File: src/rtl/regcmd_pkg.sv
package regcmd_pkg;
  localparam logic [4:0] A_ABS = 5'h01;
  localparam logic [4:0] A_EL  = 5'h02;
  localparam logic [4:0] A_SPD = 5'h04;
  localparam logic [4:0] A_ACC = 5'h05;
  localparam logic [4:0] A_CFG = 5'h18;
  localparam logic [4:0] A_STS = 5'h19;
  localparam logic [7:0] OP_NOP    = 8'h00;
  localparam logic [7:0] OP_STATUS = 8'hD0;
  localparam int MAX_BYTES = 3;
  localparam int DATA_W    = 8 * MAX_BYTES;

  typedef enum logic [2:0] {K_NOP, K_SET, K_GET, K_STAT, K_BAD} cmd_kind_e;
  typedef enum logic {ST_CMD, ST_ARG} pstate_e;

  typedef struct packed {
    cmd_kind_e  kind;
    logic [4:0] addr;
    logic [1:0] nbytes;
    logic       need_hiz;
    logic       need_stop;
  } dec_t;
endpackage

File: src/rtl/regcmd_decode.sv
module regcmd_decode
  import regcmd_pkg::*;
#(
  parameter int ABS_W = 22,
  parameter int EL_W  = 9,
  parameter int SPD_W = 20,
  parameter int ACC_W = 12,
  parameter int CFG_W = 16,
  parameter int STS_W = 16
) (
  input  logic [7:0] cmd,
  output dec_t       dec
);
  localparam logic [1:0] L_ABS = 2'((ABS_W + 7) / 8);
  localparam logic [1:0] L_EL  = 2'((EL_W  + 7) / 8);
  localparam logic [1:0] L_SPD = 2'((SPD_W + 7) / 8);
  localparam logic [1:0] L_ACC = 2'((ACC_W + 7) / 8);
  localparam logic [1:0] L_CFG = 2'((CFG_W + 7) / 8);
  localparam logic [1:0] L_STS = 2'((STS_W + 7) / 8);

  always_comb begin
    dec           = '0;
    dec.kind      = K_BAD;
    dec.addr      = cmd[4:0];
    if (cmd == OP_NOP) begin
      dec.kind = K_NOP;
    end else if (cmd == OP_STATUS) begin
      dec.kind   = K_STAT;
      dec.addr   = A_STS;
      dec.nbytes = L_STS;
    end else if (cmd[7:5] == 3'b000) begin
      unique case (cmd[4:0])
        A_ABS:   begin dec.kind = K_SET; dec.nbytes = L_ABS; end
        A_EL:    begin dec.kind = K_SET; dec.nbytes = L_EL;  dec.need_hiz  = 1'b1; end
        A_ACC:   begin dec.kind = K_SET; dec.nbytes = L_ACC; dec.need_stop = 1'b1; end
        A_CFG:   begin dec.kind = K_SET; dec.nbytes = L_CFG; dec.need_hiz  = 1'b1; end
        default: dec.kind = K_BAD;
      endcase
    end else if (cmd[7:5] == 3'b001) begin
      unique case (cmd[4:0])
        A_ABS:   begin dec.kind = K_GET; dec.nbytes = L_ABS; end
        A_EL:    begin dec.kind = K_GET; dec.nbytes = L_EL;  end
        A_SPD:   begin dec.kind = K_GET; dec.nbytes = L_SPD; end
        A_ACC:   begin dec.kind = K_GET; dec.nbytes = L_ACC; end
        A_CFG:   begin dec.kind = K_GET; dec.nbytes = L_CFG; end
        A_STS:   begin dec.kind = K_GET; dec.nbytes = L_STS; end
        default: dec.kind = K_BAD;
      endcase
    end
  end
endmodule

File: src/rtl/regcmd_regfile.sv
module regcmd_regfile
  import regcmd_pkg::*;
#(
  parameter int ABS_W = 22,
  parameter int EL_W  = 9,
  parameter int SPD_W = 20,
  parameter int ACC_W = 12,
  parameter int CFG_W = 16,
  parameter int STS_W = 16
) (
  input  logic              clk,
  input  logic              rst_n,
  input  logic              we,
  input  logic [4:0]        waddr,
  input  logic [DATA_W-1:0] wdata,
  input  logic [SPD_W-1:0]  speed_i,
  input  logic [STS_W-1:0]  sts_i,
  input  logic [4:0]        raddr,
  output logic [DATA_W-1:0] rdata
);
  logic [ABS_W-1:0] abs_q;
  logic [EL_W-1:0]  el_q;
  logic [ACC_W-1:0] acc_q;
  logic [CFG_W-1:0] cfg_q;
  logic             unused_wbits;

  assign unused_wbits = ^wdata;

  always_ff @(posedge clk or negedge rst_n) begin
    if (!rst_n) begin
      abs_q <= '0;
      el_q  <= '0;
      acc_q <= '0;
      cfg_q <= '0;
    end else if (we) begin
      if (waddr == A_ABS) abs_q <= wdata[ABS_W-1:0];
      if (waddr == A_EL)  el_q  <= wdata[EL_W-1:0];
      if (waddr == A_ACC) acc_q <= wdata[ACC_W-1:0];
      if (waddr == A_CFG) cfg_q <= wdata[CFG_W-1:0];
    end
  end

  always_comb begin
    unique case (raddr)
      A_ABS:   rdata = DATA_W'(abs_q);
      A_EL:    rdata = DATA_W'(el_q);
      A_SPD:   rdata = DATA_W'(speed_i);
      A_ACC:   rdata = DATA_W'(acc_q);
      A_CFG:   rdata = DATA_W'(cfg_q);
      A_STS:   rdata = DATA_W'(sts_i);
      default: rdata = '0;
    endcase
  end
endmodule

File: src/rtl/regcmd_resp.sv
module regcmd_resp
  import regcmd_pkg::*;
(
  input  logic              clk,
  input  logic              rst_n,
  input  logic              advance,
  input  logic              load,
  input  logic [DATA_W-1:0] load_data,
  input  logic [1:0]        load_len,
  output logic [7:0]        tx_byte
);
  logic [DATA_W-1:0] buf_q, buf_d;
  logic [1:0]        cnt_q, cnt_d;

  always_comb begin
    buf_d = buf_q;
    cnt_d = cnt_q;
    if (load) begin
      cnt_d = load_len;
      unique case (load_len)
        2'd1:    buf_d = {load_data[7:0], 16'h0};
        2'd2:    buf_d = {load_data[15:0], 8'h0};
        default: buf_d = load_data;
      endcase
    end else if (advance && cnt_q != 2'd0) begin
      buf_d = {buf_q[DATA_W-9:0], 8'h0};
      cnt_d = cnt_q - 2'd1;
    end
  end

  always_ff @(posedge clk or negedge rst_n) begin
    if (!rst_n) begin
      buf_q <= '0;
      cnt_q <= '0;
    end else if (load || advance) begin
      buf_q <= buf_d;
      cnt_q <= cnt_d;
    end
  end

  assign tx_byte = (cnt_q != 2'd0) ? buf_q[DATA_W-1:DATA_W-8] : 8'h00;
endmodule

File: src/rtl/regcmd_engine.sv
module regcmd_engine
  import regcmd_pkg::*;
#(
  parameter int ABS_W = 22,
  parameter int EL_W  = 9,
  parameter int SPD_W = 20,
  parameter int ACC_W = 12,
  parameter int CFG_W = 16,
  parameter int STS_W = 16
) (
  input  logic        clk,
  input  logic        rst_n,
  input  logic        rx_valid,
  input  logic [7:0]  rx_byte,
  input  logic        hiz_i,
  input  logic        stopped_i,
  input  logic [19:0] speed_i,
  input  logic [15:0] sts_i,
  output logic [7:0]  tx_byte,
  output logic        wr_en,
  output logic [4:0]  wr_addr,
  output logic [23:0] wr_data,
  output logic        err_wrong,
  output logic        err_noperf,
  output logic        sts_clr
);
  dec_t              dec;
  pstate_e           state_q, state_d;
  logic [1:0]        left_q, left_d;
  logic [4:0]        aaddr_q, aaddr_d;
  logic              ahiz_q, ahiz_d, astop_q, astop_d;
  logic [DATA_W-1:0] adata_q, adata_d;
  logic              wr_en_d, wrong_d, noperf_d, clr_d;
  logic [4:0]        wr_addr_d;
  logic [DATA_W-1:0] wr_data_d, rdata;
  logic              resp_load;
  logic              unused_hi;

  assign unused_hi = ^adata_q[DATA_W-1:DATA_W-8];

  function automatic logic [DATA_W-1:0] wmask(input logic [4:0] a);
    unique case (a)
      A_ABS:   return {DATA_W{1'b1}} >> (DATA_W - ABS_W);
      A_EL:    return {DATA_W{1'b1}} >> (DATA_W - EL_W);
      A_ACC:   return {DATA_W{1'b1}} >> (DATA_W - ACC_W);
      A_CFG:   return {DATA_W{1'b1}} >> (DATA_W - CFG_W);
      default: return '0;
    endcase
  endfunction

  regcmd_decode #(.ABS_W(ABS_W), .EL_W(EL_W), .SPD_W(SPD_W), .ACC_W(ACC_W),
                  .CFG_W(CFG_W), .STS_W(STS_W))
    u_dec (.cmd(rx_byte), .dec(dec));

  regcmd_regfile #(.ABS_W(ABS_W), .EL_W(EL_W), .SPD_W(SPD_W), .ACC_W(ACC_W),
                   .CFG_W(CFG_W), .STS_W(STS_W))
    u_rf (.clk(clk), .rst_n(rst_n), .we(wr_en_d), .waddr(wr_addr_d),
          .wdata(wr_data_d), .speed_i(speed_i), .sts_i(sts_i),
          .raddr(dec.addr), .rdata(rdata));

  regcmd_resp u_resp (.clk(clk), .rst_n(rst_n), .advance(rx_valid),
                      .load(resp_load), .load_data(rdata),
                      .load_len(dec.nbytes), .tx_byte(tx_byte));

  always_comb begin
    state_d   = state_q;
    left_d    = left_q;
    aaddr_d   = aaddr_q;
    ahiz_d    = ahiz_q;
    astop_d   = astop_q;
    adata_d   = adata_q;
    wr_en_d   = 1'b0;
    wrong_d   = 1'b0;
    noperf_d  = 1'b0;
    clr_d     = 1'b0;
    wr_addr_d = wr_addr;
    wr_data_d = wr_data;
    resp_load = 1'b0;
    if (rx_valid) begin
      if (state_q == ST_CMD) begin
        unique case (dec.kind)
          K_SET: begin
            state_d = ST_ARG;
            left_d  = dec.nbytes;
            aaddr_d = dec.addr;
            ahiz_d  = dec.need_hiz;
            astop_d = dec.need_stop;
            adata_d = '0;
          end
          K_GET:   resp_load = 1'b1;
          K_STAT:  begin resp_load = 1'b1; clr_d = 1'b1; end
          K_BAD:   wrong_d = 1'b1;
          default: ;
        endcase
      end else begin
        adata_d = {adata_q[DATA_W-9:0], rx_byte};
        left_d  = left_q - 2'd1;
        if (left_q == 2'd1) begin
          state_d = ST_CMD;
          if ((!ahiz_q || hiz_i) && (!astop_q || stopped_i)) begin
            wr_en_d   = 1'b1;
            wr_addr_d = aaddr_q;
            wr_data_d = adata_d & wmask(aaddr_q);
          end else begin
            noperf_d = 1'b1;
          end
        end
      end
    end
  end

  always_ff @(posedge clk or negedge rst_n) begin
    if (!rst_n) begin
      state_q    <= ST_CMD;
      left_q     <= '0;
      aaddr_q    <= '0;
      ahiz_q     <= 1'b0;
      astop_q    <= 1'b0;
      adata_q    <= '0;
      wr_en      <= 1'b0;
      wr_addr    <= '0;
      wr_data    <= '0;
      err_wrong  <= 1'b0;
      err_noperf <= 1'b0;
      sts_clr    <= 1'b0;
    end else begin
      wr_en      <= wr_en_d;
      err_wrong  <= wrong_d;
      err_noperf <= noperf_d;
      sts_clr    <= clr_d;
      if (rx_valid) begin
        state_q <= state_d;
        left_q  <= left_d;
        aaddr_q <= aaddr_d;
        ahiz_q  <= ahiz_d;
        astop_q <= astop_d;
        adata_q <= adata_d;
        wr_addr <= wr_addr_d;
        wr_data <= wr_data_d;
      end
    end
  end
endmodule

File: config.mk
export PLATFORM = sky130hd
export DESIGN_NAME = regcmd_engine
export DESIGN_NICKNAME = d
export VERILOG_FILES = /design/src/rtl/regcmd_pkg.sv /design/src/rtl/regcmd_decode.sv /design/src/rtl/regcmd_regfile.sv /design/src/rtl/regcmd_resp.sv /design/src/rtl/regcmd_engine.sv
export SDC_FILE = /design/constraint.sdc
export NUM_CORES = 1
export LEC_CHECK = 0
export BUFFER_PORTS_ARGS = -buffer_cell sky130_fd_sc_hd__clkbuf_2
export CORE_MARGIN = 4
export CORE_UTILIZATION = 53
export CTS_CLUSTER_SIZE = 28
export DETAILED_ROUTE_END_ITERATION = 16
export GPL_TIMING_DRIVEN = 0
export PLACE_DENSITY = 0.77
export SYNTH_ARGS = -nofsm -noshare
export SYNTH_HDL_FRONTEND = slang
export SYNTH_HIERARCHICAL = 1
export SYNTH_SLANG_ARGS = --single-unit
File: constraint.sdc
create_clock -name clk -period 2.3 [get_ports clk]
set_clock_uncertainty 0.1 [all_clocks]
set_input_delay 0.345 -clock clk [delete_from_list [all_inputs] [get_ports clk]]
set_output_delay 0.345 -clock clk [all_outputs]
set_load 0.01 [all_outputs]
==> key figures, run 1 <==
Status
  • Status: finished with violations
  • Failing checks: setup timing

Run
  • Maximum Capacitance Violations: 0

Yosys
  • Ys Warns: 6
  • Synth Instances: around 630
  • Synth Cell Area: approximately 7100 um^2
  • Post-Syn Area per Cell: 11.4 um^2

Floorplanning
  • Die Y: 124 um
  • Die W: about 120 um
  • Initial Util: between 50% and 60%
  • Die ar.: about 15000 um^2
  • Io pins: 90
  • FP Rows: 42
  • Core area: roughly 13000 um^2

Finish
  • Share of layout cells above drive strength 1: between 40 and 50%
  • Area growth from synthesis to layout: 35.6%
  • Fillers: roughly 860
  • Ant diodes: 0
  • NumNets Final: roughly 860
  • Leading cell types in the layout, fill and taps excluded: dfrtp_1, clkbuf_2, nand2_1, buf_4, mux2_2
  • Commonest non-fill, non-tap cell in the layout: dfrtp_1
  • Final Instance Area: roughly 9700 um^2

STA
  • # setup viols final: 56
  • Final min period: approximately 2.5 ns
  • Final max-slew violation count: 0
  • Worst-margin pin slew: 0.642 ns
  • RSZ-0062 raised after global routing: yes
  • Max Freq: 404 MHz
  • Final Hold Fails: 0
  • Slew HR: 57.1%
  • Post-route setup slack: -0.178 ns
  • Final Cycle Share: 108%
  • Setup TNS: -4.81 ns

Place
  • Routability cong.: 0.843
  • IO Port Bufs: between 80 and 90
  • Post-DP Area: roughly 8000 um^2
  • HPWL Detailed: ~14000 um

Global route
  • First-pass GRT wire length: between 30000 and 40000 um
  • Gr ovfl total: 0
  • Global Route Usage Sum: 28.5%
  • Vias in the first global route: 5959
  • Largest net degree at the start of global routing: 83
  • Antenna violations before repair: 0

Worst setup path
  • Kind of end point of the critical path: flip-flop
  • CP Data Arrival Time: between 2 and 3 ns
  • CP required: 2.51 ns
  • Setup crit start kind: flip-flop
  • CP max FO: 6
  • Setup Crit Path Kind: reg2reg

Clock tree
  • Latest clock arrival within the worst-skew pair: approximately 0.43 ns
  • CTS tree: built
  • CTS max path bufs: 2
  • Number of buffers created by CTS: 17
  • CTS Sinks: approximately 140
  • Clock-pin slew on the worst setup and hold paths: 0.06 ns
  • Htree depth: 4
  • CTS root buffer: clkbuf_16

Power
  • Reg power frac: between 40% and 50%
  • PD cells: roughly 590 nW/um^2
  • Sw Pwr: between 1 and 1.5 mW
  • Combinational share of power: 11.3%
  • Switching Fraction: between 20% and 30%
  • Cell Int Power: ~4.3 mW
  • Clock power frac: 43.1%
  • VDD IR max: between 0.5 and 0.6 mV
  • Pleak: approximately 5 nW

Route
  • Residual DRC count: 0
  • WL final: roughly 22000 um
  • Detail Route Antenna Nets: 0
  • Pre-antenna DRT Iters: 5
  • DR iter-0 viols: about 600
  • Vias per inst: approximately 6.3
  • Vias: slightly above 6k
  • DR WL/cell: roughly 23 um

Worst hold path
  • Worst hold path type: in2reg
## critical path, stage by stage, from the launching register on
cell and delay, ns:
dfrtp_1 0.42, ha_4 0.20, nand4_4 0.12, buf_6 0.14, clkinv_8 0.07, nand2_4 0.09, nand2_4 0.08, nor4b_4 0.32
nand3b_1 0.17, buf_6 0.18, buf_8 0.15, mux2_4 0.30
## sequential cells by signal, indices dropped and copies added (netlist names)
signal        flops
err_wrong         1
u_resp/cnt_q      2
u_rf/acc_q       12
u_resp/buf_q     24
err_noperf        1
left_q            2
ahiz_q            1
astop_q           1
aaddr_q           5
u_rf/abs_q       22
state_q           1
sts_clr           1
wr_en             1
adata_q          14
wr_addr           5
wr_data          24
u_rf/el_q         9
u_rf/cfg_q       16
## through the flow
step | utilization (%) | power [mW] | cells | setup slack, ns | hold WS, ns
2_1_floorplan | - | 3.00 | 627 | -0.237 | -0.0506
3_3_place_gp | 60.9 | 3.18 | 892 | -1.43 | 0.362
3_5_place_dp | 61.2 | 3.22 | 893 | -0.887 | 0.254
4_1_cts | 69.2 | 5.70 | 959 | -0.0965 | 0.0986
5_1_grt | 73.3 | 5.88 | 989 | -0.242 | 0.131
6_report | 73.3 | 5.69 | 989 | -0.178 | 0.124
## layout make-up
class	instances	area (um^2)	share of cell area, %
plain buffers	38	428	4.43
clock buffers	23	478	4.94
clock inverters	7	40.0	0.414
inverters	9	46.3	0.479
multi-input cells	431	3710	38.4
flip-flops and latches	142	3550	36.8
well taps	176	220	2.28
repair buffers	162	1180	12.2
repair inverters	1	8.76	0.0906
## final timing paths
path / startpoint / to / slack, ns / depth (start not counted)
min reg2reg: wr_data[23] / wr_data[23] / 0.39 / 1
min in group asynchronous: rst_n / wr_data[23] / 0.35 / 2
max reg2reg: left_q[0] / u_rf/abs_q[1] / -0.18 / 11
min: rx_byte[4] / adata_q[4] / 0.12 / 2
max: left_q[0] / u_rf/abs_q[1] / -0.18 / 11
max in group asynchronous: rst_n / u_rf/abs_q[2] / 0.99 / 3
## repair_timing
| action | in CTS | in global routing |
|---|---|---|
| endpoints found under the hold margin | 60 | 0 |
| hold buffers | 1 | 0 |
| setup buffers | 37 | 29 |
| pin swaps | 26 | 42 |
| gates resized for setup | 69 | 76 |
| cloned | 3 | 3 |
| endpoints found under the setup margin | 98 | 100 |
## power by group through the flow
stage / Sequential [mW] / Clock [mW] / Combinational (mW)
2_1_floorplan: 2.63 / 0 / 0.378
3_3_place_gp: 2.64 / 0 / 0.548
3_5_place_dp: 2.64 / 0 / 0.578
4_1_cts: 2.60 / 2.48 / 0.621
5_1_grt: 2.60 / 2.59 / 0.686
6_report: 2.60 / 2.45 / 0.642
## routing by layer
layer,part of all wire [%],vias up,wire length [um],track usage (%)
li1,-,2681,-,-
met1,39,3114,8720,36.1
met2,51,316,11300,47.7
met3,7.0,74,1570,6.95
met4,3.3,0,747,10.2
met5,0,-,0,0
Note: power is estimated with default switching activity, not from simulation.
==> run 2: changes to the inputs <==
--- a/config.mk
+++ b/config.mk
@@ -7,11 +7,12 @@
 export LEC_CHECK = 0
 export BUFFER_PORTS_ARGS = -buffer_cell sky130_fd_sc_hd__clkbuf_2
 export CORE_MARGIN = 4
-export CORE_UTILIZATION = 53
+export CORE_UTILIZATION = 54
+export CTS_BUF_LIST = sky130_fd_sc_hd__clkbuf_8
 export CTS_CLUSTER_SIZE = 28
 export DETAILED_ROUTE_END_ITERATION = 16
 export GPL_TIMING_DRIVEN = 0
-export PLACE_DENSITY = 0.77
+export PLACE_DENSITY = 0.78
 export SYNTH_ARGS = -nofsm -noshare
 export SYNTH_HDL_FRONTEND = slang
 export SYNTH_HIERARCHICAL = 1
==> key figures, run 2 (synthesis results as in run 1) <==
Status
  • Status: finished with violations
  • Failing checks: setup timing

Worst hold path
  • Worst hold path type: in2reg
  • Hold path cells: 2 (unchanged)
  • Hold Path End: adata_q[7]
  • HP Start: rx_byte[7]

Worst setup path
  • Worst R2R Setup Slack: -0.28 ns (-0.11 ns)
  • Setup Crit Path Kind: reg2reg
  • CP top delay family: simple AND/OR/NAND/NOR gates
  • CP required: 2.53 ns (+0.02 ns)
  • Kind of end point of the critical path: flip-flop
  • Setup crit start kind: flip-flop
  • Critical-path cell list: inv_2 -> ha_4 -> nand4_4 -> buf_8 -> buf_8 -> nand2_2 -> nand2_2 -> nor4b_4 -> nand3b_1 -> buf_6 -> buf_12 -> mux2_4
  • CP max FO: 6 (unchanged)
  • CP max stage cell: dfrtp_1
  • CP Data Arrival Time: 2.81 ns (+0.13 ns)
  • Worst reg2reg path startpoint: left_q[1]
  • Crit-path max cell delay: 0.40 ns (-0.02 ns)
  • FF-to-FF End: u_rf/abs_q[0]
  • CP Buf/Inv Count: 5 (+1)
  • Cell count of the worst reg-to-reg path: 12 (+1)

Clock tree
  • CTS Sinks: 142 (unchanged)
  • Clock-pin slew on the worst setup and hold paths: 0.09 ns (+0.03 ns)
  • Htree depth: 4 (unchanged)
  • Latest clock arrival within the worst-skew pair: 0.46 ns (+0.03 ns)
  • CTS root buffer: clkbuf_8
  • CTS max path bufs: 2 (unchanged)
  • Number of buffers created by CTS: 17 (unchanged)
  • CTS tree: built

Route
  • Vias: 6076 (-1.8%)
  • WL final: 21500 um (-3.6%)
  • DR iter-0 viols: 560 (-7.3%)
  • Detail Route Antenna Nets: 0 (unchanged)
  • Residual DRC count: 0 (unchanged)
  • Vias per inst: 6.24 (-0.25%)
  • Pre-antenna DRT Iters: 6 (+1)
  • DR WL/cell: 22.1 um (-2.2%)

Finish
  • FF+latch area: 3550 um^2 (unchanged)
  • NumNets Final: 842 (-1.5%)
  • Share of layout cells above drive strength 1: 46.4% (+0.26 points)
  • Commonest non-fill, non-tap cell in the layout: dfrtp_1
  • Area of the multi-input gates: 3730 um^2 (+0.37%)
  • Area growth from synthesis to layout: 33.0%
  • Fillers: 834 (-2.9%)
  • Leading cell types in the layout, fill and taps excluded: dfrtp_1, clkbuf_2, nand2_1, mux2_2, buf_4
  • Ant diodes: 0 (unchanged)
  • Biggest regs: u_resp/buf_q x24, wr_data x24, u_rf/abs_q x22
  • End-of-flow core utilization: 74.2% (+0.92 points)

STA
  • Slew HR: 50.5% (-6.5 points)
  • Final Cycle Share: 112% (+4.6 points)
  • Max Freq: 387 MHz (-4.1%)
  • Final Hold Fails: 0 (unchanged)
  • Final min period: 2.58 ns (+0.106 ns)
  • Final max-slew violation count: 0 (unchanged)
  • Post-route setup slack: -0.283 ns (-0.106 ns)
  • Final hold slack: 0.117 ns (-0.00664 ns)
  • RSZ-0062 raised after global routing: yes
  • # setup viols final: 73 (+30%)
  • Worst-margin pin slew: 0.734 ns (+0.0926 ns)

Global route
  • Global Route Usage Sum: 28.4% (-0.072 points)
  • First-pass GRT wire length: 32300 um (about the same)
  • Largest net degree at the start of global routing: 108 (+30%)
  • Gr ovfl total: 0 (unchanged)
  • Vias in the first global route: 6041 (+1.4%)
  • Antenna violations before repair: 0 (unchanged)

Floorplanning
  • Die ar.: 15100 um^2 (-1.7%)
  • Die Y: 123 um (-0.87%)
  • FP Rows: 41 (-2.4%)
  • Io pins: 90 (unchanged)
  • Core area: 12800 um^2 (-3.2%)
  • Die W: 123 um (-0.87%)
  • Initial Util: 55.8% (+1.8 points)

Place
  • Routability cong.: 0.887 (+5.3%)
  • HPWL Detailed: 13900 um (-1.5%)
  • IO Port Bufs: 89 (unchanged)

Power
  • Pleak: 4.81 nW (-3.4%)
  • Clock power frac: 41.0% (-2.1 points)
  • Sw Pwr: 1.38 mW (-0.92%)
  • Switching Fraction: 25.2% (+0.72 points)
  • Reg power frac: 47.3% (+1.7 points)
  • VDD IR max: 0.574 mV (-0.24%)
  • Cell Int Power: 4.10 mW (-4.7%)
  • Combinational share of power: 11.7% (+0.4 points)
  • PD cells: 578 nW/um^2 (-1.9%)

Run
  • Maximum Capacitance Violations: 0 (unchanged)
## run 2: cell count changes in the layout (fill, tap and decap cells not counted), sizes merged
cell    previous run  this run
buf               99        89
bufinv             0         4
clkbuf           123       117
clkinv             6         5
inv                9        11
## run 2: worst register-to-register path: cells and delay by family, from the launching register on
family	cells	cell delay (ns)
AND/OR/NAND/NOR	5	0.81
buffers and inverters	5	0.71
flip-flops	1	0.40
multiplexers	1	0.30
adder cells (fa/ha/maj)	1	0.16
## run 2: metrics by stage
stage | area (um^2) | power, mW | cells | TNS [ns] | worst slack, ns
floorplan | 7370 | 3.00 | 627 | -4.44 | -0.237
CTS | 9130 | 5.45 | 957 | -3.69 | -0.115
finish | 9480 | 5.48 | 974 | -12.96 | -0.283
global route | 9480 | 5.67 | 974 | -18.32 | -0.348
detailed placement | 8070 | 3.21 | 889 | -54.75 | -0.897
global placement | 8030 | 3.18 | 888 | -249.31 | -1.43
## run 2: cell type report
class | instances | share of cell area (%)
plain buffers | 41 | 4.58
inverters | 9 | 0.383
clock buffers | 19 | 2.76
multi-input cells | 431 | 39.3
clock inverters | 13 | 1.98
repair buffers | 147 | 11.2
flip-flops and latches | 142 | 37.5
well taps | 172 | 2.27
## run 2: power groups by stage
stage               Clock, mW  Sequential [mW]  Combinational, mW
global route             2.38             2.60              0.692
floorplan                   0             2.63              0.378
global placement            0             2.64              0.548
CTS                      2.26             2.59              0.608
finish                   2.25             2.59              0.640
detailed placement          0             2.64              0.576
## run 2: worst max path at each step
stage,to,slack (ns),cells past startpoint,start
5_1_grt,u_rf/abs_q[0],-0.35,12,left_q[1]
4_1_cts,u_rf/abs_q[2],-0.12,12,state_q
3_3_place_gp,u_rf/el_q[1],-1.43,1,rst_n
2_1_floorplan,u_resp/buf_q[20],-0.24,11,rx_byte[1]
6_report,u_rf/abs_q[0],-0.28,12,left_q[1]
3_5_place_dp,u_resp/buf_q[17],-0.90,12,rx_byte[1]
## run 2: timing repair
action / in CTS / in global routing
hold buffers: 1 / 0
gates cloned: 3 / 2
resized for setup: 84 / 53
endpoints found under the setup margin: 96 / 100
pin swaps: 24 / 35
endpoints found under the hold margin: 35 / 0
buffers inserted: 36 / 18
## run 2: layer usage
metal	global-route usage, %	vias to the layer above	routed length (um)
met2	45.3	319	10500
met1	36.5	3032	8530
li1	-	2653	-
met3	7.88	72	1760
met5	0	-	0
met4	11.8	0	717
==> run 3: changes to the inputs <==
--- a/config.mk
+++ b/config.mk
@@ -15,5 +15,4 @@
 export PLACE_DENSITY = 0.78
 export SYNTH_ARGS = -nofsm -noshare
 export SYNTH_HDL_FRONTEND = slang
-export SYNTH_HIERARCHICAL = 1
 export SYNTH_SLANG_ARGS = --single-unit
==> key figures, run 3 <==
Finish
  • End-of-flow core utilization: 69.8% (-4.4 points)
  • Final Instance Area: 8450 um^2 (-11%)
  • Area growth from synthesis to layout: 25.7%
  • Largest register by flop count: u_resp.buf_q
  • Leading cell types in the layout, fill and taps excluded: nand2_1, dfrtp_1, clkbuf_2, o21ai_0, buf_4
  • Commonest non-fill, non-tap cell in the layout: nand2_1
  • Final std cells w/o fill: 1017 (+4.4%)
  • Share of layout cells above drive strength 1: 31.0% (-15 points)
  • Biggest regs: u_resp.buf_q x24, u_rf.abs_q x22, wr_data x22
  • NumNets Final: 889 (+5.6%)
  • Max reg flops: 24
  • Ant diodes: 0 (unchanged)

Run
  • Maximum Capacitance Violations: 0 (unchanged)

Place
  • IO Port Bufs: 87 (-2.2%)
  • Routability cong.: 0.940 (+6.0%)
  • Inst Count DP: 960 (+8.0%)
  • Post-DP Area: 7490 um^2 (-7.2%)
  • HPWL Detailed: 14500 um (+4.0%)

STA
  • Final max-slew violation count: 0 (unchanged)
  • Final Hold Fails: 0 (unchanged)
  • Final min period: 2.30 ns (-0.279 ns)
  • Worst-margin pin slew: 0.903 ns (+0.169 ns)
  • RSZ-0062 raised after global routing: yes
  • Post-route setup slack: -0.00409 ns (+0.279 ns)
  • Final hold slack: 0.145 ns (+0.0277 ns)
  • Max Freq: 434 MHz (+12%)
  • Setup TNS: -0.00409 ns (+12.96 ns)
  • Slew HR: 38.2% (-12 points)
  • # setup viols final: 1 (-99%)
  • Final Cycle Share: 100% (-12 points)

Yosys
  • Post-synthesis register bit count: 140
  • Post-synth EDFFs: 0
  • Sequential area share after synthesis: 52.1%
  • Post-Syn Area per Cell: 9.56 um^2 (-16%)
  • Synth Cell Area: 6720 um^2 (-5.6%)
  • Synth Instances: 703 (+12%)
  • Most frequent cells after synthesis: nand2_1, dfrtp_1, o21ai_0
  • Top-area cell type share of the netlist area: a little over half
  • Most frequent cell after synthesis: nand2_1
  • Unique cell type count in the Yosys netlist: 63
  • Ys async rst share: 100%
  • Dominant cell type by area after synthesis: dfrtp_1
  • Ys flop type: dfrtp_1
  • Synth area leaders: dfrtp_1, nand2_1, o21ai_0
  • Ys Warns: 0 (-6)

Power
  • PD cells: 751 nW/um^2 (+30%)
  • Combinational share of power: 20.5% (+8.8 points)
  • Pleak: 4.18 nW (-13%)
  • VDD IR max: 0.432 mV (-25%)
  • Cell Int Power: 4.32 mW (+5.3%)
  • Clock power frac: 31.4% (-9.6 points)
  • Reg power frac: 48.1% (+0.8 points)
  • Switching Fraction: 31.9% (+6.8 points)
  • Sw Pwr: 2.03 mW (+47%)

Route
  • Residual DRC count: 0 (unchanged)
  • Highest routed layer: met4
  • DR iter-0 viols: 801 (+43%)
  • Vias: 6123 (+0.77%)
  • WL final: 20800 um (-3.1%)
  • DR WL met3: 1710 um (-2.9%)
  • DRT met1 WL: 8310 um (-2.6%)
  • DR WL/cell: 20.5 um (-7.2%)
  • Pre-antenna DRT Iters: 6 (unchanged)
  • Vias per inst: 6.02 (-3.5%)
  • DR WL met2: 10200 um (-3.5%)
  • Detail Route Antenna Nets: 0 (unchanged)

Worst setup path
  • CP max FO: 8 (+2)
  • Kind of end point of the critical path: flip-flop
  • Cell count of the worst reg-to-reg path: 8 (-4)
  • FF-to-FF End: u_rf.acc_q[5]
  • Worst R2R Setup Slack: 0.11 ns (+0.39 ns)
  • CP required: 2.52 ns (about the same)
  • Setup Crit Path Kind: in2reg
  • Worst reg2reg path startpoint: left_q[1]
  • Setup crit start kind: primary input
  • CP Data Arrival Time: 2.53 ns (-0.28 ns)

Clock tree
  • CTS tree: built
  • CTS root buffer: clkbuf_8
  • Latest clock arrival within the worst-skew pair: 0.46 ns (about the same)
  • Clock-pin slew on the worst setup and hold paths: 0.09 ns (about the same)
  • Htree depth: 4 (unchanged)
  • Number of buffers created by CTS: 17 (unchanged)
  • CTS max path bufs: 2 (unchanged)
  • CTS Sinks: 140 (-1.4%)

Floorplanning
  • FP Rows: 40 (-2.4%)
  • Core area: 12100 um^2 (-5.2%)
  • Io pins: 90 (unchanged)
  • Initial Util: 55.5% (-0.27 points)
  • Die W: 120 um (-2.7%)
  • Die ar.: 14300 um^2 (-5.3%)
  • Die Y: 120 um (-2.7%)

Status
  • Failing checks: setup timing
  • Status: finished with violations

Worst hold path
  • Hold path cells: 3 (+1)
  • HP Start: hiz_i
  • Hold Path End: err_noperf
  • Worst hold path type: in2reg

Global route
  • Gr ovfl total: 0 (unchanged)
  • Global Route Usage Sum: 29.4% (+1.0 points)
  • First-pass GRT wire length: 32400 um (+0.32%)
  • Antenna violations before repair: 0 (unchanged)
  • Vias in the first global route: 6130 (+1.5%)
  • Largest net degree at the start of global routing: 103 (-4.6%)
run 3: cell count changes in the layout (fill, tap and decap cells not counted), moves of 13 or more:
cell      previous run  this run
nand2_1             62       155
o21ai_0             23        62
mux2_2              49        27
mux2i_1             29         8
buf_6               25         6
mux2_4              18         0
nor2_1               9        27
a221oi_2            13         0
a22o_1              30        17
a22oi_1              7        20
nand3_1              7        20
run 3: layout make-up:
class / count / area (um^2)
well taps: 168 / 210
multi-input cells: 491 / 3180
flip-flops and latches: 140 / 3500
plain buffers: 48 / 347
clock buffers: 18 / 248
inverters: 21 / 78.8
clock inverters: 14 / 143
repair buffers: 117 / 743
fillers: 945 / 3660
run 3: worst max-delay path by stage:
stage                     startpoint  slack (ns)                to  depth (start not counted)
after floorplan           rx_byte[1]       -0.18  u_resp.buf_q[20]                         12
final                     rx_byte[4]      -0.004  u_resp.buf_q[21]                         13
after detailed placement  rx_byte[2]       -0.82  u_resp.buf_q[17]                         12
after CTS                  left_q[1]      -0.007     u_rf.cfg_q[8]                          8
after global routing      rx_byte[1]       -0.04  u_resp.buf_q[20]                         13
after global placement         rst_n       -1.37        wr_data[0]                          1
run 3: metrics by stage:
stage	total power, mW	setup WS (ns)
finish	6.35	-0.00409
global route	6.65	-0.0428
CTS	6.24	-0.00660
detailed placement	4.24	-0.819
global placement	4.18	-1.37
floorplan	3.73	-0.182
run 3: power by group through the flow:
stage	clock network, mW	registers, mW	logic, mW
detailed placement	0	3.07	1.17
CTS	1.99	3.03	1.21
global placement	0	3.06	1.12
finish	1.99	3.06	1.30
global route	2.11	3.10	1.44
floorplan	0	3.04	0.691
run 3: routing by layer:
metal	GRT usage (%)	vias to the layer above
li1	-	2747
met1	39.0	2984
met2	46.8	333
met3	6.69	59
met4	12.4	0
met5	0	-
run 3: worst max-delay path, cell delays in order:
cell and delay (ns):
buf_6 0.11, buf_8 0.12, buf_12 0.12, nor2_4 0.19, a21oi_4 0.09, o32ai_4 0.30, or3_4 0.20, inv_2 0.04
ha_4 0.26, buf_8 0.13, nor2b_4 0.07, a222oi_1 0.43, a21oi_1 0.12
run 3: cell families (layout without fill, tap and decap cells):
group           count (synthesis)  after routing  share of synthesized area (%)
simple gates                  268            268                           18.3
compound gates                181            181                           18.2
flops                         140            140                           52.1
buf+inv                        73            218                           4.78
mux                            35             35                           5.71
fa+ha+maj                       4              4                          0.744
other cells                     1              2                         0.0558
xor+xnor                        1              1                          0.130
run 3: what timing repair did:
item | CTS | global route
endpoints found under the hold margin | 38 | 0
hold buffers | 1 | 0
pin swaps | 5 | 15
setup buffers | 6 | 21
cloned | 0 | 1
setup endpoints to repair | 107 | 92
gates resized for setup | 38 | 64
